## src/rtl/sclk_div_pkg.sv

```systemverilog
package sclk_div_pkg;

    typedef enum logic [1:0] {
        PH_IDLE = 2'd0,
        PH_LOW  = 2'd1,
        PH_HIGH = 2'd2
    } sclk_phase_e;

endpackage

```

## src/rtl/sclk_half_decode.sv

```systemverilog
module sclk_half_decode #(
    parameter int CTL_W    = 32,
    parameter int LIN_W    = 8,
    parameter int LIN_LSB  = 0,
    parameter int EXP_W    = 4,
    parameter int EXP_LSB  = 8,
    parameter int MODE_BIT = 12,
    parameter int CNT_W    = 15
) (
    input  logic [CTL_W-1:0] ctl,
    output logic [CNT_W-1:0] half_len
);

    logic [LIN_W-1:0] lin_n;
    logic [EXP_W-1:0] exp_m;

    assign lin_n = ctl[LIN_LSB +: LIN_W];
    assign exp_m = ctl[EXP_LSB +: EXP_W];

    // Half-period in module cycles for the selected scheme.
    always_comb begin
        if (ctl[MODE_BIT]) begin
            half_len = CNT_W'(lin_n) + CNT_W'(1);
        end else if (exp_m <= EXP_W'(1)) begin
            half_len = CNT_W'(1);
        end else begin
            half_len = CNT_W'(1) << (exp_m - EXP_W'(1));
        end
    end

endmodule

```

## src/rtl/sclk_edge_fsm.sv

```systemverilog
module sclk_edge_fsm
    import sclk_div_pkg::*;
#(
    parameter int CNT_W = 15
) (
    input  logic             clk,
    input  logic             rst_n,
    input  logic             run,
    input  logic [CNT_W-1:0] half_len,
    output logic             rise_tick,
    output logic             fall_tick
);

    sclk_phase_e      state;
    sclk_phase_e      nxt;
    logic [CNT_W-1:0] cnt;
    logic [CNT_W-1:0] half_q;
    logic             half_done;

    assign half_done = (cnt == half_q - CNT_W'(1));

    // State register.
    always_ff @(posedge clk or negedge rst_n) begin
        if (!rst_n) begin
            state <= PH_IDLE;
        end else begin
            state <= nxt;
        end
    end

    // Transitions: start, rise, fall, abort.
    always_comb begin
        nxt = state;
        unique case (state)
            PH_IDLE: nxt = run ? PH_LOW : PH_IDLE;
            PH_LOW: begin
                if (!run)           nxt = PH_IDLE;
                else if (half_done) nxt = PH_HIGH;
            end
            PH_HIGH: begin
                if (!run)           nxt = PH_IDLE;
                else if (half_done) nxt = PH_LOW;
            end
            default: nxt = PH_IDLE;
        endcase
    end

    // Half-period counter; the divisor is captured only at start or after a fall.
    always_ff @(posedge clk or negedge rst_n) begin
        if (!rst_n) begin
            cnt    <= '0;
            half_q <= CNT_W'(1);
        end else if (!run) begin
            cnt <= '0;
        end else if (state == PH_IDLE) begin
            cnt    <= '0;
            half_q <= half_len;
        end else if (half_done) begin
            cnt <= '0;
            if (state == PH_HIGH) begin
                half_q <= half_len;
            end
        end else begin
            cnt <= cnt + CNT_W'(1);
        end
    end

    // Registered tick outputs.
    always_ff @(posedge clk or negedge rst_n) begin
        if (!rst_n) begin
            rise_tick <= 1'b0;
            fall_tick <= 1'b0;
        end else begin
            rise_tick <= run && (state == PH_LOW)  && half_done;
            fall_tick <= run && (state == PH_HIGH) && half_done;
        end
    end

endmodule

```

## src/rtl/spi_sclk_divider.sv

```systemverilog
module spi_sclk_divider #(
    parameter int CTL_W    = 32,
    parameter int LIN_W    = 8,
    parameter int LIN_LSB  = 0,
    parameter int EXP_W    = 4,
    parameter int EXP_LSB  = 8,
    parameter int MODE_BIT = 12
) (
    input  logic             clk,
    input  logic             rst_n,
    input  logic [CTL_W-1:0] clk_ctl,
    input  logic             burst_active,
    output logic             sclk_rise,
    output logic             sclk_fall
);

    localparam int EXP_MAX = (1 << EXP_W) - 1;
    localparam int CNT_W   = (LIN_W + 1 > EXP_MAX) ? LIN_W + 1 : EXP_MAX;

    logic [CNT_W-1:0] half_len;

    sclk_half_decode #(
        .CTL_W   (CTL_W),
        .LIN_W   (LIN_W),
        .LIN_LSB (LIN_LSB),
        .EXP_W   (EXP_W),
        .EXP_LSB (EXP_LSB),
        .MODE_BIT(MODE_BIT),
        .CNT_W   (CNT_W)
    ) u_decode (
        .ctl     (clk_ctl),
        .half_len(half_len)
    );

    sclk_edge_fsm #(
        .CNT_W(CNT_W)
    ) u_fsm (
        .clk      (clk),
        .rst_n    (rst_n),
        .run      (burst_active),
        .half_len (half_len),
        .rise_tick(sclk_rise),
        .fall_tick(sclk_fall)
    );

endmodule

```

## config.mk

```make
export PLATFORM = sky130hd
export DESIGN_NAME = spi_sclk_divider
export DESIGN_NICKNAME = d
export VERILOG_FILES = /design/src/rtl/sclk_div_pkg.sv /design/src/rtl/sclk_half_decode.sv /design/src/rtl/sclk_edge_fsm.sv /design/src/rtl/spi_sclk_divider.sv
export SDC_FILE = /design/constraint.sdc
export NUM_CORES = 1
export LEC_CHECK = 0
export BUFFER_PORTS_ARGS = -buffer_cell sky130_fd_sc_hd__buf_2
export CAP_MARGIN = 15
export CORE_MARGIN = 2
export CORE_UTILIZATION = 37
export DETAILED_ROUTE_END_ITERATION = 8
export GPL_TIMING_DRIVEN = 0
export HOLD_SLACK_MARGIN = 0.06
export PLACE_DENSITY = 0.52
export SLEW_MARGIN = 20
export SYNTH_ARGS = -nofsm -noshare
export SYNTH_HDL_FRONTEND = slang
export SYNTH_HIERARCHICAL = 1
export SYNTH_SLANG_ARGS = --single-unit
```

## constraint.sdc

```tcl
create_clock -name clk -period 4.3 [get_ports clk]
set_input_delay 0.86 -clock clk [delete_from_list [all_inputs] [get_ports clk]]
set_output_delay 0.86 -clock clk [all_outputs]
set_load 0.005 [all_outputs]
```

==> results by group <==
Pwr
  • Static Leakage: 1.09 nW
  • PwrDens: slightly below 300 mW/mm^2
  • PnR Total Power: 0.793 mW
  • Peak supply drop: 120 uV

Floorplanning
  • # rows: 29
  • Die Y: 85.0 um
  • Die area: 0.00722 mm^2
  • Initial Utilization: 0.382
  • Die width: around 85 um
  • Total I/O pin count: 37
  • Core area: 0.00635 mm^2

STA
  • Final WS setup: approximately 0.75 ns
  • Final Hold Slack: 0.508 ns
  • Final Max Slew Viols: 0
  • Setup TNS: 0 ns
  • Unrepaired setup endpoints after global routing: false
  • Fmax: 282 MHz
  • Slew of the pin with the lowest slew margin: 0.789 ns
  • Layout Skew: approximately 0.0063 ns
  • Hold Vio Cnt, Final: 0
  • Setup Viol. Count Final: 0
  • Period utilization: 0.826
  • Slew HR: 0.471
  • Minimum clock period: ~3.6 ns

Clock tree
  • Worst-skew pair later-pin latency: between 0.2 and 0.3 ns
  • CTS Hold Bufs: 0
  • Worst-path clk slew: 0.07 ns
  • Root Driver: clkbuf_8
  • Clock tree from TritonCTS: built
  • Clk sinks: 34
  • CTS buffer count: 5
  • PostCTS Resize Cnt: 0
  • Post-CTS Setup Bufs: 0
  • Htree depth: 2
  • Bufs on Longest Clock Path: 2

Yosys
  • Top_reg_cell synth: dfrtp_1
  • Async S/R FF share, synth: 1.00
  • Cells after synthesis: 271
  • Mean Syn Cell Area: 8.95 um^2
  • Syn nets: between 300 and 400
  • Mapped Area: between 0.002 and 0.0025 mm^2
  • Synth warnings: 6
  • Sequential share of the synthesized area: 0.351
  • Synth unique cells: 52
  • Number of synthesized flops with an enable pin: 0
  • Register bit count reported by yosys: 34

Finish
  • Final nets: between 300 and 400
  • Ratio of cells with drive above 1 in the final layout: 0.132
  • Layout area overhead: 11.2%
  • Design area: around 0.0027 mm^2
  • N_diodes: 0

Global routing
  • Largest net degree at the start of global routing: 35
  • First-pass GRT wire length: approximately 9600 um
  • Vias in the first global route: 1976
  • Initial antenna violation count: 0
  • Gr ovfl total: 0
  • Total GRT Usage: 0.166

Detailed routing
  • Drt drc: 0
  • Routed Antenna Nets: 0
  • Routed vias: between 2000 and 2500
  • Starting DRT DRC Count: between 100 and 150
  • Via/cell ratio: around 5.5
  • TritonRoute pass-1 iters: 4
  • DR WL/cell: 14.5 um
  • Total wire length after detailed routing: ~5400 um

Placed design
  • DP Worst Slack: 0.724 ns
  • Final GP Congestion: 0.762
  • Area after DPL: 0.00261 mm^2
  • DP HPWL: ~4200 um
  • I/O Buffers: 17

Worst setup path
  • Crit path from: u_fsm/half_q[1]
  • Worst setup EP type: flop
  • R2R Path Start: u_fsm/half_q[1]
  • CP Launch Type: flop
  • Critical Path RT: 4.47 ns
  • Crit-path max FO: 10
  • Critical Path AT: 3.72 ns
  • R2R setup slack: around 0.75 ns
  • FF-to-FF End: u_fsm/cnt[13]
  • Path type of the worst setup path: flop to flop
  • Setup crit end: u_fsm/cnt[13]
  • Worst r2r path cells: 11

Status
  • Run status: complete, no violations

Min path
  • Worst hold path depth: 1
  • Min-Delay Path Class: flop to flop

Job
  • Max Cap Viol: 0
[layout make-up]
type	count	area, um^2
plain buffers	14	65.1
clock buffers	7	86.3
clock inverters	1	5.00
fillers	631	3650
inverters	6	22.5
multi-input cells	217	1490
flip-flops and latches	34	852
well taps	77	96.3
repair buffers	17	85.1
[routing by layer]
metal / vias to the layer above / track usage / part of all wire
li1: 1060 / - / -
met1: 950 / 0.220 / 0.49
met2: 29 / 0.278 / 0.47
met3: 6 / 0.0263 / 0.026
met4: 0 / 0.0476 / 0.013
met5: - / 0 / 0
[per-stage QoR]
stage / std cells / util
floorplan: 271 / -
global placement: 365 / 0.410
detailed placement: 365 / 0.410
CTS: 373 / 0.425
global route: 373 / 0.425
finish: 373 / 0.425
[report_power, final]
group | internal, mW | leakage [nW] | switching, mW
Clock | 0.129 | 0.0482 | 0.112
Combinational | 0.0815 | 0.585 | 0.114
Sequential | 0.335 | 0.460 | 0.0219
Total | 0.545 | 1.09 | 0.248
[worst min path at each step]
stage | startpoint | end | slack, ns
after floorplan | u_fsm/cnt[0] | u_fsm/cnt[0] | 0.47
after global placement | u_fsm/cnt[0] | u_fsm/cnt[0] | 0.51
after detailed placement | u_fsm/cnt[0] | u_fsm/cnt[0] | 0.51
after CTS | u_fsm/cnt[0] | u_fsm/cnt[0] | 0.52
after global routing | u_fsm/cnt[0] | u_fsm/cnt[0] | 0.56
final | u_fsm/cnt[0] | u_fsm/cnt[0] | 0.51
[worst max-delay path: stages, from the launching register on]
cell      delay [ns]
dfrtp_1         0.42
inv_1           0.07
ha_1            0.18
or3b_2          0.44
clkbuf_1        0.22
nor3_1          0.34
mux2_2          0.38
o211ai_1        0.25
nand4_1         0.16
o221ai_1        0.55
buf_2           0.35
nor2_1          0.07
[cell usage after synthesis, types with 2 or more instances]
library cell,count,area share
nand3_1,16,0.033
mux2i_1,3,0.012
buf_2,4,0.0083
nor2b_1,2,0.0052
xnor2_1,12,0.043
and2_1,15,0.039
ha_1,3,0.015
o211ai_1,3,0.0093
nand2b_1,8,0.021
nand4_1,8,0.021
dfrtp_1,33,0.34
o31ai_1,2,0.0062
o21ai_0,5,0.010
a221o_1,15,0.062
and3_1,3,0.0077
or3_1,6,0.015
or4_1,7,0.022
nor3_1,7,0.014
o22ai_1,2,0.0052
nand2_1,10,0.015
nor2_1,31,0.048
o41ai_1,2,0.0072
a21oi_1,5,0.010
nand3b_1,6,0.019
nor4_1,6,0.015
xor2_1,19,0.069
o311ai_1,2,0.0072
clkbuf_1,8,0.012
inv_1,5,0.0077
[cells by family (layout without fill, tap and decap cells)]
group	Yosys count	in the layout	synth area share
XOR/XNOR	31	31	0.112
AND/OR/NAND/NOR	131	131	0.299
adder cells (fa/ha/maj)	3	3	0.0155
buffers and inverters	20	45	0.0361
AO/OA/AOI/OAI	48	48	0.169
multiplexers	4	4	0.0170
flip-flops	34	34	0.351
[cells in the final DEF, fill, tap and decap left out, types with 5 or more instances in the layout]
cell type and instances:
and2_1 15, clkbuf_8 6, nand3_1 16, o21ai_0 5
nor3_1 7, nand2b_1 8, clkbuf_1 9, buf_2 21
dfrtp_1 33, nand2_1 10, nand4_1 8, nor4_1 6
xor2_1 19, or4_1 7, nor2_1 31, a221o_1 15
nand3b_1 6, xnor2_1 12, or3_1 6, inv_1 5
a21oi_1 5
[sequential cells by signal, summed over array words and instances (netlist names)]
| register | cells |
|---|---|
| u_fsm/cnt | 15 |
| u_fsm/state | 2 |
| u_fsm/fall_tick | 1 |
| u_fsm/half_q | 15 |
| u_fsm/rise_tick | 1 |
No activity file was read; power rests on OpenSTA's default activity.
